==> src/rtl/bfp_pkg.sv <==
package bfp_pkg;
   // Configuration word bit positions (decoded by the register port).
   localparam int CFG_RX_DMA = 15;
   localparam int CFG_RX_CLR = 14;
   localparam int CFG_RX_THR = 8;
   localparam int CFG_TX_DMA = 7;
   localparam int CFG_TX_CLR = 6;
   localparam int CFG_TX_THR = 0;
   localparam int THR_FW     = 6;
   // Status word layout.
   localparam int STAT_CODE  = 14;
   localparam int LVL_W      = 6;
   localparam int THR_W      = THR_FW + 1;

   typedef struct packed {
      logic              rx_dma;
      logic [THR_FW-1:0] rx_thr_m1;
      logic              tx_dma;
      logic [THR_FW-1:0] tx_thr_m1;
   } cfg_t;

   // Programmed value is threshold-1; result is clipped to the depth.
   function automatic logic [THR_W-1:0] eff_thr(input logic [THR_FW-1:0] m1,
                                                input int depth);
      logic [THR_W-1:0] t;
      t = {1'b0, m1} + THR_W'(1);
      if (int'(t) > depth) t = THR_W'(depth);
      return t;
   endfunction
endpackage

==> src/rtl/bfp_fifo.sv <==
module bfp_fifo #(
   parameter int DEPTH = 16,
   parameter int DW    = 8,
   localparam int AW   = $clog2(DEPTH),
   localparam int CNTW = AW + 1
) (
   input  logic            clk,
   input  logic            rst_n,
   input  logic            clr,
   input  logic            push,
   input  logic [DW-1:0]   din,
   input  logic            pop,
   output logic [DW-1:0]   dout,
   output logic [CNTW-1:0] count,
   output logic            full,
   output logic            empty
);
   logic [DW-1:0] mem [DEPTH];
   logic [AW-1:0] wr_ptr, rd_ptr;
   logic          push_ok, pop_ok;

   initial begin
      assert (DEPTH >= 2 && (DEPTH & (DEPTH - 1)) == 0)
         else $error("bfp_fifo: DEPTH must be a power of two");
   end

   assign full    = (count == CNTW'(DEPTH));
   assign empty   = (count == '0);
   assign push_ok = push && !full;
   assign pop_ok  = pop && !empty;
   assign dout    = mem[rd_ptr];

   always_ff @(posedge clk or negedge rst_n) begin
      if (!rst_n) begin
         wr_ptr <= '0;
         rd_ptr <= '0;
         count  <= '0;
      end else if (clr) begin
         wr_ptr <= '0;
         rd_ptr <= '0;
         count  <= '0;
      end else begin
         if (push_ok) wr_ptr <= wr_ptr + AW'(1);
         if (pop_ok)  rd_ptr <= rd_ptr + AW'(1);
         case ({push_ok, pop_ok})
            2'b10:   count <= count + CNTW'(1);
            2'b01:   count <= count - CNTW'(1);
            default: count <= count;
         endcase
      end
   end

   always_ff @(posedge clk) begin
      if (push_ok && !clr) mem[wr_ptr] <= din;
   end

   // level never exceeds the depth
   p_count_bound_r3: assert property (@(posedge clk) disable iff (!rst_n)
      count <= CNTW'(DEPTH));
   // a lone push into a full FIFO leaves the level alone
   p_push_full_ignored_r3: assert property (@(posedge clk) disable iff (!rst_n)
      (full && push && !pop && !clr) |=> (count == $past(count)));
   // a lone pop from an empty FIFO leaves it empty
   p_pop_empty_ignored_r3: assert property (@(posedge clk) disable iff (!rst_n)
      (empty && pop && !push && !clr) |=> empty);
   // clear takes effect at the next edge
   p_clear_empties_r5: assert property (@(posedge clk) disable iff (!rst_n)
      clr |=> empty);
endmodule

==> src/rtl/bfp_cfg.sv <==
module bfp_cfg
   import bfp_pkg::*;
#(
   parameter int DEPTH = 16
) (
   input  logic             clk,
   input  logic             rst_n,
   input  logic             we,
   input  logic [15:0]      wdata,
   output logic [15:0]      rdata,
   output logic             clr_rx,
   output logic             clr_tx,
   output logic [THR_W-1:0] rx_thr,
   output logic [THR_W-1:0] tx_thr
);
   cfg_t cfg_q;

   always_ff @(posedge clk or negedge rst_n) begin
      if (!rst_n) begin
         cfg_q <= '0;
      end else if (we) begin
         cfg_q.rx_dma    <= wdata[CFG_RX_DMA];
         cfg_q.rx_thr_m1 <= wdata[CFG_RX_THR +: THR_FW];
         cfg_q.tx_dma    <= wdata[CFG_TX_DMA];
         cfg_q.tx_thr_m1 <= wdata[CFG_TX_THR +: THR_FW];
      end
   end

   // Clear strobes act in the write cycle and never get stored.
   assign clr_rx = we && wdata[CFG_RX_CLR];
   assign clr_tx = we && wdata[CFG_TX_CLR];

   always_comb begin
      rdata                        = '0;
      rdata[CFG_RX_DMA]            = cfg_q.rx_dma;
      rdata[CFG_RX_THR +: THR_FW]  = cfg_q.rx_thr_m1;
      rdata[CFG_TX_DMA]            = cfg_q.tx_dma;
      rdata[CFG_TX_THR +: THR_FW]  = cfg_q.tx_thr_m1;
   end

   assign rx_thr = eff_thr(cfg_q.rx_thr_m1, DEPTH);
   assign tx_thr = eff_thr(cfg_q.tx_thr_m1, DEPTH);

   // self-clearing bits never read back as 1 after a write
   p_clear_bits_zero_r4: assert property (@(posedge clk) disable iff (!rst_n)
      we |=> (rdata[CFG_RX_CLR] == 1'b0 && rdata[CFG_TX_CLR] == 1'b0));
   // effective threshold stays within 1..DEPTH
   p_thr_range_r11: assert property (@(posedge clk) disable iff (!rst_n)
      (tx_thr != '0) && (int'(tx_thr) <= DEPTH) && (rx_thr != '0) && (int'(rx_thr) <= DEPTH));
endmodule

==> src/rtl/bfp_xcnt.sv <==
module bfp_xcnt #(
   parameter int CW = 8
) (
   input  logic          clk,
   input  logic          rst_n,
   input  logic          load,
   input  logic          load_tx,
   input  logic [CW-1:0] len,
   input  logic          dec,
   output logic [CW-1:0] rem,
   output logic          dir_tx
);
   always_ff @(posedge clk or negedge rst_n) begin
      if (!rst_n) begin
         rem    <= '0;
         dir_tx <= 1'b0;
      end else if (load) begin
         rem    <= len;
         dir_tx <= load_tx;
      end else if (dec && rem != '0) begin
         rem    <= rem - CW'(1);
      end
   end

   // count saturates at zero
   p_rem_floor_r10: assert property (@(posedge clk) disable iff (!rst_n)
      (rem == '0 && !load) |=> (rem == '0));
   // one step down per accepted host move
   p_rem_step_r10: assert property (@(posedge clk) disable iff (!rst_n)
      (rem != '0 && dec && !load) |=> (rem == $past(rem) - CW'(1)));
endmodule

==> src/rtl/bfp_evt.sv <==
module bfp_evt
   import bfp_pkg::*;
#(
   parameter int CW  = 8,
   parameter int AVW = 5
) (
   input  logic             clk,
   input  logic             rst_n,
   input  logic             active,
   input  logic [CW-1:0]    rem,
   input  logic [THR_W-1:0] thr,
   input  logic [AVW-1:0]   avail,
   output logic             ready,
   output logic             drain
);
   logic [CW-1:0] thr_w, av_w;

   initial begin
      assert (CW >= AVW && CW >= THR_W)
         else $error("bfp_evt: count width too narrow");
   end

   assign thr_w = CW'(thr);
   assign av_w  = CW'(avail);

   // Full burst: enough owed and enough room/data for a threshold.
   assign ready = active && (rem >= thr_w) && (av_w >= thr_w);
   // Partial final burst: remainder below threshold, all of it movable.
   assign drain = active && (rem != '0) && (rem < thr_w) && (av_w >= rem);

   // ready and drain never coincide
   p_ready_drain_excl_r8: assert property (@(posedge clk) disable iff (!rst_n)
      !(ready && drain));
endmodule

==> src/rtl/byte_fifo_pair.sv <==
module byte_fifo_pair
   import bfp_pkg::*;
#(
   parameter int SIZE_CODE = 1,
   parameter int CW        = 8,
   localparam int DEPTH    = 8 << SIZE_CODE,
   localparam int AW       = $clog2(DEPTH),
   localparam int CNTW     = AW + 1
) (
   input  logic          clk,
   input  logic          rst_n,
   input  logic          cfg_we,
   input  logic [15:0]   cfg_wdata,
   output logic [15:0]   cfg_rdata,
   output logic [15:0]   stat_rdata,
   input  logic          xfer_load,
   input  logic          xfer_is_tx,
   input  logic [CW-1:0] xfer_len,
   input  logic          host_tx_we,
   input  logic [7:0]    host_tx_data,
   input  logic          host_rx_re,
   output logic [7:0]    host_rx_data,
   input  logic          eng_tx_re,
   output logic [7:0]    eng_tx_data,
   output logic          eng_tx_empty,
   input  logic          eng_rx_we,
   input  logic [7:0]    eng_rx_data,
   output logic          eng_rx_full,
   output logic          tx_ready,
   output logic          tx_drain,
   output logic          rx_ready,
   output logic          rx_drain
);
   initial begin
      assert (SIZE_CODE >= 0 && SIZE_CODE <= 3)
         else $error("byte_fifo_pair: SIZE_CODE must be 0..3");
      assert (CW >= THR_W && CW >= CNTW)
         else $error("byte_fifo_pair: CW too narrow");
   end

   logic             clr_rx, clr_tx;
   logic [THR_W-1:0] rx_thr, tx_thr;
   logic [CNTW-1:0]  tx_cnt, rx_cnt;
   logic             tx_full, rx_empty;
   logic [CW-1:0]    rem;
   logic             dir_tx, dec;

   bfp_cfg #(.DEPTH(DEPTH)) u_cfg (
      .clk, .rst_n, .we(cfg_we), .wdata(cfg_wdata), .rdata(cfg_rdata),
      .clr_rx, .clr_tx, .rx_thr, .tx_thr);

   bfp_fifo #(.DEPTH(DEPTH), .DW(8)) u_txq (
      .clk, .rst_n, .clr(clr_tx), .push(host_tx_we), .din(host_tx_data),
      .pop(eng_tx_re), .dout(eng_tx_data), .count(tx_cnt),
      .full(tx_full), .empty(eng_tx_empty));

   bfp_fifo #(.DEPTH(DEPTH), .DW(8)) u_rxq (
      .clk, .rst_n, .clr(clr_rx), .push(eng_rx_we), .din(eng_rx_data),
      .pop(host_rx_re), .dout(host_rx_data), .count(rx_cnt),
      .full(eng_rx_full), .empty(rx_empty));

   // Only host-side moves in the running direction consume the count.
   assign dec = dir_tx ? (host_tx_we && !tx_full && !clr_tx)
                       : (host_rx_re && !rx_empty && !clr_rx);

   bfp_xcnt #(.CW(CW)) u_xcnt (
      .clk, .rst_n, .load(xfer_load), .load_tx(xfer_is_tx), .len(xfer_len),
      .dec, .rem, .dir_tx);

   // Index 0: transmit (free slots), index 1: receive (stored bytes).
   logic [1:0]       act, rdy, drn;
   logic [THR_W-1:0] thr_a [2];
   logic [CNTW-1:0]  av_a  [2];

   assign act[0]   = dir_tx;
   assign act[1]   = !dir_tx;
   assign thr_a[0] = tx_thr;
   assign thr_a[1] = rx_thr;
   assign av_a[0]  = CNTW'(DEPTH) - tx_cnt;
   assign av_a[1]  = rx_cnt;

   for (genvar d = 0; d < 2; d++) begin : g_evt
      bfp_evt #(.CW(CW), .AVW(CNTW)) u_evt (
         .clk, .rst_n, .active(act[d]), .rem, .thr(thr_a[d]),
         .avail(av_a[d]), .ready(rdy[d]), .drain(drn[d]));
   end

   assign tx_ready = rdy[0];
   assign tx_drain = drn[0];
   assign rx_ready = rdy[1];
   assign rx_drain = drn[1];

   // Status level: remainder while draining, else running-direction occupancy.
   logic [CNTW-1:0]  occ;
   logic [LVL_W-1:0] occ_lvl, lvl;

   assign occ = dir_tx ? tx_cnt : rx_cnt;

   if (CNTW > LVL_W) begin : g_lvl_sat
      assign occ_lvl = (occ > CNTW'((1 << LVL_W) - 1)) ? '1 : occ[LVL_W-1:0];
   end else begin : g_lvl_direct
      assign occ_lvl = LVL_W'(occ);
   end

   assign lvl = (tx_drain || rx_drain) ? rem[LVL_W-1:0] : occ_lvl;

   always_comb begin
      stat_rdata                 = '0;
      stat_rdata[STAT_CODE +: 2] = 2'(SIZE_CODE);
      stat_rdata[LVL_W-1:0]      = lvl;
   end

   // while draining, status level equals the bytes still owed
   p_drain_level_r9: assert property (@(posedge clk) disable iff (!rst_n)
      (tx_drain || rx_drain) |-> (stat_rdata[LVL_W-1:0] == rem[LVL_W-1:0]));
   // transmit ready implies room for a full threshold burst
   p_tx_ready_room_r6: assert property (@(posedge clk) disable iff (!rst_n)
      tx_ready |-> (int'(tx_cnt) + int'(tx_thr) <= DEPTH));
   // receive ready implies a full threshold burst is stored
   p_rx_ready_data_r7: assert property (@(posedge clk) disable iff (!rst_n)
      rx_ready |-> (rx_cnt >= CNTW'(rx_thr)));
   // only one direction signals at a time
   p_one_dir_r10: assert property (@(posedge clk) disable iff (!rst_n)
      $onehot0({tx_ready || tx_drain, rx_ready || rx_drain}));
endmodule

==> config.mk <==
export PLATFORM = sky130hd
export DESIGN_NAME = byte_fifo_pair
export DESIGN_NICKNAME = d
export VERILOG_FILES = /design/src/rtl/bfp_pkg.sv /design/src/rtl/bfp_fifo.sv /design/src/rtl/bfp_cfg.sv /design/src/rtl/bfp_xcnt.sv /design/src/rtl/bfp_evt.sv /design/src/rtl/byte_fifo_pair.sv
export SDC_FILE = /design/constraint.sdc
export NUM_CORES = 1
export LEC_CHECK = 0
export CAP_MARGIN = 40
export CORE_UTILIZATION = 45
export CTS_BUF_LIST = sky130_fd_sc_hd__clkbuf_4
export CTS_CLUSTER_SIZE = 30
export DETAILED_ROUTE_END_ITERATION = 8
export GPL_TIMING_DRIVEN = 1
export SLEW_MARGIN = 20
export SYNTH_ARGS = -nofsm -noshare
export SYNTH_HDL_FRONTEND = slang
export SYNTH_HIERARCHICAL = 1
export SYNTH_SLANG_ARGS = --single-unit
==> constraint.sdc <==
create_clock -name clk -period 6.4 [get_ports clk]
set_input_delay 0.96 -clock clk [delete_from_list [all_inputs] [get_ports clk]]
set_output_delay 0.96 -clock clk [all_outputs]
set_load 0.01 [all_outputs]
* Yosys cells after proc, flatten, opt, wreduce, memory -nomap -nowiden
Memories as Yosys holds them, arrays and structs flattened.
Cells that the tools add are included.
** Storage, ports and cells
- Logic and storage cells :: 103
- Bits in writable memories :: 256
- Memories kept :: 2
- Output and inout bits :: 54
- Register bits after elaboration :: 49
- Bits of input ports :: 49
** Memories
- u_rxq.mem :: depth 16, width 8, read ports 1, clocked after Yosys merged registers in 0, wr ports 1, RTL line bfp_fifo.sv:18 : logic [DW-1:0] mem [DEPTH];
- u_txq.mem :: depth 16, width 8, read ports 1, clocked after Yosys merged registers in 0, wr ports 1, RTL line bfp_fifo.sv:18
** Operators by class
- Add/subtract/negate cells :: 12
- Equality and inequality tests :: 6
- $lt $le $gt $ge :: 10
- Multiplexer cells :: 23
- Reduce and logical (&&, ||, !) cells :: 38
** Operators by type and width (number)
- 4-bit 2-to-1 mux :: 8
- 1-bit logical AND :: 20
- 5-bit one-hot mux with 2 select lines :: 2
- 4-bit by 1-bit adder with 4-bit output (second input constant) :: 4
- 5-bit by 8-bit >= comparator with 1-bit output :: 2
- 8-bit by 7-bit >= comparator with 1-bit output :: 2
- 8-bit by 7-bit < comparator with 1-bit output :: 2
- 8-bit 2-to-1 mux :: 2
- 5-bit 2-to-1 mux :: 3
- 6-bit by 1-bit adder with 7-bit output (second input constant) :: 2
- 5-bit by 7-bit >= comparator with 1-bit output :: 2
- 7-bit by 5-bit > comparator with 1-bit output (second input constant) :: 2
- 7-bit 2-to-1 mux :: 2
- 5-bit by 1-bit adder with 5-bit output (second input constant) :: 2
- 5-bit equality test (second input constant) :: 2
- 5-bit zero test :: 2
- 2-bit nonzero test :: 5
- 5-bit by 1-bit subtractor with 5-bit output (second input constant) :: 2
- 8-bit nonzero test :: 1
- 8-bit by 1-bit subtractor with 8-bit output (second input constant) :: 1
- 1-bit zero test :: 7
- 6-bit 2-to-1 mux :: 1
- 3-bit nonzero test :: 2
- 1-bit 2-to-1 mux :: 5
- 4 further kinds :: 6

* Logic depth before layout (Yosys ltp)
Gate-level depths: netlist of run 1.
- Word-level depth :: 8
- Mapped depth :: 12
- Mapped depth without buffers :: 12

* Cells and area by module
The synthesis of run 1 kept the hierarchy.
** Modules (own cells, without submodules)
- bfp_fifo :: cells an instance 298, area an instance 5941.9 um2, times used 2, sequential area each 4169.0 um2
- bfp_evt :: cells an instance 63, area an instance 474.2 um2, times used 2, sequential area each 0.0 um2
- bfp_cfg :: cells an instance 86, area an instance 857.1 um2, times used 1, sequential area each 350.3 um2
- bfp_xcnt :: cells an instance 62, area an instance 613.1 um2, times used 1, sequential area each 225.2 um2
- byte_fifo_pair :: cells an instance 42, area an instance 299.0 um2, times used 1, sequential area each 0.0 um2

* Least setup slack after synthesis of run 1
OpenSTA, ideal clock, no wires.
- Path type :: reg2out
- Start point :: register u_cfg.cfg_q, in the netlist u_cfg/rdata[8]
- End point :: output port stat_rdata[5]
- Path slack :: 2.254 ns
- Cell stages (with the launch flop) :: 11
- Data required time :: 5.440 ns
- Arrival :: 3.186 ns
- Path buffers :: 0
- Path through :: dfrtp_1 ha_1 or4b_1 a2111oi_2 inv_1 ha_1 a21oi_1 o21ai_0 a211oi_1 or2_4 and2_1
** On the way
- Longest elaborated chain between the ends :: 8
** RTL lines
- start, declared :: RTL line bfp_cfg.sv:16 : cfg_t cfg_q;
- 6-bit by 1-bit adder with 7-bit output (*) :: RTL line bfp_pkg.sv:26 : t = {1'b0, m1} + THR_W'(1);
- 7-bit by 5-bit > comparator with 1-bit output :: RTL line bfp_pkg.sv:27 : if (int'(t) > depth) t = THR_W'(depth);
- 7-bit 2-to-1 mux (*) :: RTL line bfp_pkg.sv:27
- via rx_thr[1] :: RTL line byte_fifo_pair.sv:42 : logic [THR_W-1:0] rx_thr, tx_thr;
- 8-bit by 7-bit < comparator with 1-bit output (*) :: RTL line bfp_evt.sv:29 : assign drain = active && (rem != '0) && (rem < thr_w) && (av_w >= rem);
- 1-bit logical AND (*) (2 in series) :: RTL line bfp_evt.sv:29
- via rx_drain :: RTL line byte_fifo_pair.sv:32 : output logic rx_drain
- 1-bit logical OR (*) :: RTL line byte_fifo_pair.sv:105 : assign lvl = (tx_drain || rx_drain) ? rem[LVL_W-1:0] : occ_lvl;
- 6-bit 2-to-1 mux (*) :: RTL line byte_fifo_pair.sv:105
- end, declared :: RTL line byte_fifo_pair.sv:15 : output logic [15:0] stat_rdata,
Mark *: on every way through the listed nets, which the timed path passes. The rest lies on a longest branch.

* Worst setup path after layout of run 1
- Start point :: register u_cfg.cfg_q, in the netlist u_cfg/rdata[8]
- End point :: output port stat_rdata[5]
** On the way
- Longest elaborated chain between the ends :: 8
** RTL lines (RTL line)
- 6-bit by 1-bit adder with 7-bit output (*) :: bfp_pkg.sv:26
- 7-bit by 5-bit > comparator with 1-bit output :: bfp_pkg.sv:27
- 7-bit 2-to-1 mux (*) :: bfp_pkg.sv:27
- via rx_thr[1] :: byte_fifo_pair.sv:42
- 8-bit by 7-bit < comparator with 1-bit output (*) :: bfp_evt.sv:29
- 1-bit logical AND (*) (2 in series) :: bfp_evt.sv:29
- 1-bit logical OR (*) :: byte_fifo_pair.sv:105
- 6-bit 2-to-1 mux (*) :: byte_fifo_pair.sv:105
Marked as above.

==> metrics, run 1 <==
depth of the most critical reg-to-reg path=9; FF-to-FF setup slack=3.43 ns; Data required, critical path=5.44 ns; DP Wirelength=20.3 mm; worst path setup slack after routing=1.01 ns; # IOs=103; Max Cap Violations=0; DR DRC count=0; number of placed instances with taps included=1393; CTS buffer count=81; number of setup violations in the final report=0; Post-Synth Simple-Gate Area=7.51%; layout overhead on the synthesized area=16.4%; final hold violation count=0; via density per instance=5.44; clock-pin slew of the registers on the worst-case setup and hold paths=0.07 ns; highest net fanout along the worst path=7; count of flip-flops with a built-in enable after synthesis=256; number of antenna-violating nets in the routed design=0; number of buffer and inverter instances along the worst setup path=2; Arr. time, crit path=4.43 ns; Yosys warnings=6; Largest delay share family, worst path=compound AO/OA/AOI/OAI gates; Post-Layout Cell Count=1544; total detailed-routing wirelength=30.0 mm; result of the run=complete, no violations; total of hold buffers inserted after clock tree synthesis=0; multiplexer fraction of the synthesized cell area=16.2%; clock tree from TritonCTS=built; per-cell routed wire length=19.5 um; part of the Yosys area used for sequential elements=61.0%; unique cell type count in the Yosys netlist=79; adder-cell share of the synthesized area=4.99%; capture point of the worst reg-to-reg path=u_rxq/count[4]$_DFFE_PN0P_; vias post-DR=8397; Post-Synth XOR/XNOR Area=1.14%; worst flop-to-flop path startpoint=u_rxq/count[1]$_DFFE_PN0P_; Initial Util=46.0%; Most Frequent Cell on Critical Path=sky130_fd_sc_hd__ha_1; number of standard cells after synthesis=912; flip-flop and latch count after synthesis=305; master of the slowest instance on the critical path=sky130_fd_sc_hd__a211oi_1; max-slew violation count=0; startpoint class of the critical path=flop; CTS Sinks=305; total number of nets in the final design=1188; Vert. Die Dim=182 um; number of detailed-route iterations in the first pass=5; cell chain of the critical path=ha_1 -> or4b_1 -> a2111oi_2 -> inv_1 -> ha_1 -> a21oi_1 -> o21ai_0 -> a211oi_1 -> or2_4 -> and2_1 -> clkdlybuf4s50_1; Synth Flop Type=sky130_fd_sc_hd__edfxtp_1; global-route wire length before repair=47.6 mm; count of buffers added by post-CTS timing repair for setup=0; pin count of the biggest net entering global routing=50; transition at the pin with the smallest max-transition slack=0.840 ns; area of the placeable core=31700 um2; GR Util All Layers=18.9%; max-slew headroom at the worst pin=43.8%; share of flip-flops with an asynchronous set or reset after synthesis=16.1%; synthesized area divided by synthesized cell count=16.0 um2; commonest non-fill, non-tap cell in the layout=sky130_fd_sc_hd__edfxtp_1; Lkg Pwr=6.25 nW; worst setup path class=reg -> out; largest family of logic cells by synthesized area=multiplexers; final period utilization=84.1%; fraction of final layout cells with drive strength greater than 1=19.8%; setup repair after global routing missed its margin=false; overall power consumption=6.07 mW; standard-cell row count=65; post-synthesis instance area=14600 um2; clk_lat worst skew=0.72 ns; Clock Tree Buf Depth=3; Final min period=5.39 ns; GPL Wtd Cong=0.810; initial drt markers=428; Placement Setup Slack=1.74 ns; gr ovfl total=0; nature of the critical path endpoint=primary output; number of port buffers=90; number of gates resized after cts=0; H-tree levels=3; clk_skew=0.0607 ns; floorplan die area=33200 um2; most frequent cells in the layout=sky130_fd_sc_hd__edfxtp_1, sky130_fd_sc_hd__clkbuf_4, sky130_fd_sc_hd__clkdlybuf4s50_1; clock tree root driver cell=sky130_fd_sc_hd__clkbuf_4; power per cell area=357 nW/um2; maximum clock frequency=186 MHz; worst IR drop on VDD=0.000144 V; number of antenna violations at the first check in global routing=1; Post-Route Setup TNS=0 ns; DIE WIDTH=182 um; vias in the first global route=8544; delay of the slowest cell on the worst path=0.58 ns; compound-cell area share of the yosys netlist=5.30%; Worst Hold Class=in -> async
## layer usage
layer	global-route usage (%)	wire (um)	share of wire, %	vias up
li1	-	-	-	3968
met3	3.45	1110	3.7	41
met4	7.16	559	1.9	0
met2	31.5	15000	50	194
met1	24.8	13400	45	4194
met5	0	0	0	-
## final cells by class
cell class | instances | area [um2]
fill | 2596 | 14700
sequential | 305 | 8920
multi-input combinational | 515 | 5180
timing repair buffer | 126 | 1200
clock buffer | 115 | 863
tap | 402 | 503
inverter | 53 | 199
clock inverter | 27 | 134
antenna | 1 | 2.50
## cell usage after synthesis (6+ instances only)
master	n	area, um2
sky130_fd_sc_hd__mux4_1	60	1580
sky130_fd_sc_hd__a21o_1	8	60.1
sky130_fd_sc_hd__o21ai_0	24	120
sky130_fd_sc_hd__nor3_1	13	65.1
sky130_fd_sc_hd__clkbuf_1	20	75.1
sky130_fd_sc_hd__inv_1	53	199
sky130_fd_sc_hd__nor2_1	76	285
sky130_fd_sc_hd__or3_1	7	43.8
sky130_fd_sc_hd__mux2_1	7	78.8
sky130_fd_sc_hd__nand2_1	27	101
sky130_fd_sc_hd__mux4_2	20	450
sky130_fd_sc_hd__mux2i_1	13	130
sky130_fd_sc_hd__a211oi_1	6	45.0
sky130_fd_sc_hd__nand2b_1	10	62.6
sky130_fd_sc_hd__dfrtp_1	49	1230
sky130_fd_sc_hd__buf_4	16	120
sky130_fd_sc_hd__a21oi_1	16	80.1
sky130_fd_sc_hd__buf_6	9	101
sky130_fd_sc_hd__xnor2_1	8	70.1
sky130_fd_sc_hd__mux2_2	11	124
sky130_fd_sc_hd__ha_1	55	688
sky130_fd_sc_hd__nand3_1	16	80.1
sky130_fd_sc_hd__xor2_1	11	96.3
sky130_fd_sc_hd__edfxtp_1	256	7690
sky130_fd_sc_hd__a31oi_1	10	62.6
## flip-flops by register name, indices dropped and copies added (netlist names)
| signal | count |
|---|---|
| u_rxq/mem | 128 |
| u_txq/mem | 128 |
| u_cfg/rdata | 14 |
| u_xcnt/rem | 8 |
| u_rxq/count | 5 |
| u_txq/count | 5 |
| u_rxq/rd_ptr | 4 |
| u_rxq/wr_ptr | 4 |
| u_txq/rd_ptr | 4 |
| u_txq/wr_ptr | 4 |
| u_xcnt/dir_tx | 1 |
## metrics by stage
stage	util (%)	hold WS (ns)	instance area, um2
2_1_floorplan	-	0.539	14700
3_3_place_gp	49.6	0.490	15700
3_5_place_dp	50.2	0.499	15900
4_1_cts	53.4	0.305	16900
5_1_grt	53.6	0.345	17000
6_report	53.6	0.349	17000
## logic make-up (layout without fill, tap and decap cells)
kind of cell,count (synthesis),count (layout)
compound gates,107,107
fa+ha+maj,57,57
mux,111,111
other cells,3,17
buf+inv,105,321
flops,305,305
xor+xnor,19,19
simple gates,205,205
## where the power goes
group / switching [mW] / total, mW / internal, mW
Sequential: 0.261 / 2.58 / 2.32
Clock: 0.795 / 1.63 / 0.837
Combinational: 0.849 / 1.85 / 0.999
Total: 1.91 / 6.07 / 4.16
## worst max path at each step
stage	start	to	slack [ns]	depth (start not counted)
after floorplan	u_cfg/rdata[8]$_DFFE_PN0P_	stat_rdata[5]	2.25	10
after global placement	u_cfg/rdata[8]$_DFFE_PN0P_	stat_rdata[5]	1.80	11
after detailed placement	u_cfg/rdata[8]$_DFFE_PN0P_	stat_rdata[5]	1.74	11
after CTS	u_cfg/rdata[8]$_DFFE_PN0P_	stat_rdata[5]	0.97	11
after global routing	u_cfg/rdata[8]$_DFFE_PN0P_	stat_rdata[5]	0.63	11
final	u_cfg/rdata[8]$_DFFE_PN0P_	stat_rdata[5]	1.01	11
(Power assumes the default switching activity.)
==> inputs of run 2 (changes only) <==
==> constraint.sdc (replaced) <==
create_clock -name clk -period 5.5 [get_ports clk]
set_input_delay 0.825 -clock clk [delete_from_list [all_inputs] [get_ports clk]]
set_output_delay 0.825 -clock clk [all_outputs]
set_load 0.01 [all_outputs]
==> run 2 against run 1 <==
Net effect: critical endpoint unchanged; clock power grew 18%; first-iteration DRC count grew 2.1%; largest power group unchanged; via count grew 0.26%; die area is the same; sequential power grew 17%; total power grew 17%.
==> metrics, run 2 (synthesis gave the netlist of run 1 again) <==
net switching power=2.23 mW (was 1.91 mW); via density per instance=5.45 (was 5.44); setup repair after global routing missed its margin=false (unchanged); DR DRC count=0 (unchanged); worst setup path class=reg -> out (unchanged); Post-Route Setup TNS=0 ns (unchanged); clock tree root driver cell=sky130_fd_sc_hd__clkbuf_4 (unchanged); overall power consumption=7.09 mW (was 6.07 mW); gr ovfl total=0 (unchanged); Layout fillers=2580 (was 2596); most frequent cells in the layout=sky130_fd_sc_hd__edfxtp_1, sky130_fd_sc_hd__clkbuf_4, sky130_fd_sc_hd__clkdlybuf4s50_1 (unchanged); highest net fanout along the worst path=7 (unchanged); result of the run=complete, no violations (unchanged); area of the placeable core=31700 um2 (unchanged); number of detailed-route iterations in the first pass=5 (unchanged); standard-cell row count=65 (unchanged); floorplan die area=33200 um2 (unchanged); Clock Tree Buf Depth=3 (unchanged); worst IR drop on VDD=0.000171 V (was 0.000144 V); maximum clock frequency=198 MHz; global-route wire length before repair=47.2 mm (was 47.6 mm); number of setup violations in the final report=0 (unchanged); number of gates resized after cts=0 (unchanged); clock tree from TritonCTS=built (unchanged); vias post-DR=8419 (was 8397); GPL Wtd Cong=0.802 (was 0.810); total detailed-routing wirelength=29.9 mm (was 30.0 mm); fraction of final layout cells with drive strength greater than 1=19.5% (was 19.8%); nature of the critical path endpoint=primary output (unchanged); Most Frequent Cell on Critical Path=sky130_fd_sc_hd__ha_1 (unchanged); max-slew headroom at the worst pin=41.5% (was 43.8%); power per cell area=417 nW/um2 (was 357 nW/um2); CTS buffer count=83 (was 81); number of antenna violations at the first check in global routing=1 (unchanged); relative contribution of combinational cells to total power=30.2% (was 30.5%); transition at the pin with the smallest max-transition slack=0.875 ns (was 0.840 ns); startpoint class of the critical path=flop (unchanged); power share of the sequential group=42.6% (about the same); vias in the first global route=8558 (was 8544); Worst Hold Class=in -> async (unchanged); layout overhead on the synthesized area=16.5% (was 16.4%); H-tree levels=3 (unchanged); Final min period=5.06 ns; initial drt markers=437 (was 428); Data required, critical path=4.68 ns (was 5.44 ns); total number of nets in the final design=1188 (unchanged); DIE WIDTH=182 um (unchanged); CTS Sinks=305 (unchanged); pin count of the biggest net entering global routing=50 (unchanged); clk_lat worst skew=0.68 ns (was 0.72 ns); per-cell routed wire length=19.3 um (was 19.5 um); commonest non-fill, non-tap cell in the layout=sky130_fd_sc_hd__edfxtp_1 (unchanged); total of hold buffers inserted after clock tree synthesis=0 (unchanged); clock-pin slew of the registers on the worst-case setup and hold paths=0.07 ns (about the same); master of the slowest instance on the critical path=sky130_fd_sc_hd__or4b_1 (was sky130_fd_sc_hd__a211oi_1); number of port buffers=90 (unchanged); max-slew violation count=0 (unchanged); Initial Util=46.0% (unchanged); Arr. time, crit path=4.23 ns (was 4.43 ns); Vert. Die Dim=182 um (unchanged); number of antenna-violating nets in the routed design=0 (unchanged); Max Cap Violations=0 (unchanged); fraction of power consumed by the clock network=27.2% (was 26.9%); GR Util All Layers=18.6% (was 18.9%); clk_skew=0.0568 ns (was 0.0607 ns); FF-to-FF setup slack=2.51 ns (was 3.43 ns); Switching Share=31.4% (about the same); Lkg Pwr=6.26 nW (was 6.25 nW); Internal Power=4.86 mW (was 4.16 mW); delay of the slowest cell on the worst path=0.56 ns (was 0.58 ns); final hold violation count=0 (unchanged); count of buffers added by post-CTS timing repair for setup=0 (unchanged); final period utilization=91.9%; cell chain of the critical path=ha_1 -> or4b_1 -> a2111oi_2 -> inv_1 -> ha_1 -> a21oi_1 -> o21ai_0 -> a211oi_2 -> or2_4 -> and2_1 -> clkdlybuf4s50_1 (was ha_1 -> or4b_1 -> a2111oi_2 -> inv_1 -> ha_1 -> a21oi_1 -> o21ai_0 -> a211oi_1 -> or2_4 -> and2_1 -> clkdlybuf4s50_1); # IOs=103 (unchanged); DP Wirelength=20.2 mm (was 20.3 mm)
[run 2: changes by cell type in the layout (fill, tap and decap cells not counted)]
cell / change
sky130_fd_sc_hd__clkinv_1: +6
sky130_fd_sc_hd__a211oi_2: +1
sky130_fd_sc_hd__a211oi_1: -1
sky130_fd_sc_hd__clkinv_2: +3
sky130_fd_sc_hd__bufinv_16: +1
sky130_fd_sc_hd__clkinv_4: -1
sky130_fd_sc_hd__clkbuf_4: -4
sky130_fd_sc_hd__inv_6: +1
sky130_fd_sc_hd__buf_4: -2
sky130_fd_sc_hd__clkinvlp_4: -2
[run 2: power by group through the flow]
stage	Combinational (mW)	Clock, mW	Sequential, mW
final	2.14	1.93	3.02
after global routing	2.34	2.14	3.06
after CTS	2.16	2.01	3.03
after detailed placement	2.15	0	3.07
after global placement	2.01	0	3.14
after floorplan	1.62	0	2.87
[run 2: worst paths after layout]
kind / from / endpoint / cells past startpoint
hold / removal: rst_n / u_xcnt/rem[7]$_DFFE_PN0P_ / 2
min in group clk: u_cfg/rdata[7]$_DFFE_PN0P_ / u_cfg/rdata[7]$_DFFE_PN0P_ / 1
hold reg to reg: u_cfg/rdata[7]$_DFFE_PN0P_ / u_cfg/rdata[7]$_DFFE_PN0P_ / 1
max in group asynchronous: rst_n / u_txq/count[0]$_DFFE_PN0P_ / 2
setup reg to reg: u_rxq/count[1]$_DFFE_PN0P_ / u_rxq/count[4]$_DFFE_PN0P_ / 9
setup / recovery: u_cfg/rdata[8]$_DFFE_PN0P_ / stat_rdata[5] / 11
[run 2: worst max-delay path: cells and delay by family (launching register included)]
kind | cells | cell delay, ns
buf+inv | 2 | 0.64
compound gates | 4 | 0.95
fa+ha+maj | 2 | 0.60
flops | 1 | 0.45
simple gates | 3 | 0.90
[run 2: stage by stage]
step                      area, um2  worst slack (ns)  hold slack (ns)  utilization, %  instances
after floorplan               14700              1.49            0.529               -        925
after global placement        15700              1.04            0.491            49.6       1369
after detailed placement      16000             0.994            0.495            50.3       1395
after CTS                     17000             0.197            0.228            53.5       1541
after global routing          17000             0.129            0.232            53.6       1546
final                         17000             0.444            0.262            53.6       1546
[run 2: routing by layer]
| metal | wire [um] | vias to the layer above | track usage [%] |
|---|---|---|---|
| met5 | 0 | - | 0 |
| met4 | 410 | 0 | 6.29 |
| met1 | 13000 | 4188 | 24.2 |
| li1 | - | 3992 | - |
| met3 | 1450 | 38 | 4.09 |
| met2 | 15000 | 201 | 31.1 |
[run 2: final cells by class]
cell class	count	area, um2	share of cell area, %
Clock inverter	35	186	1.10
Antenna cell	1	2.50	0.0147
Clock buffer	111	833	4.90
Tap cell	402	503	2.96
Timing Repair Buffer	124	1180	6.96
Multi-Input combinational cell	515	5190	30.5
Inverter	53	199	1.17
Sequential cell	305	8920	52.4
==> inputs of run 3 (changes only) <==
--- a/config.mk
+++ b/config.mk
@@ -11,6 +11,7 @@
 export CTS_CLUSTER_SIZE = 30
 export DETAILED_ROUTE_END_ITERATION = 8
 export GPL_TIMING_DRIVEN = 1
+export HOLD_SLACK_MARGIN = 0.03
 export SLEW_MARGIN = 20
 export SYNTH_ARGS = -nofsm -noshare
 export SYNTH_HDL_FRONTEND = slang
==> results of run 3 <==
Final layout, timing and power as in run 2 (identical DEF).
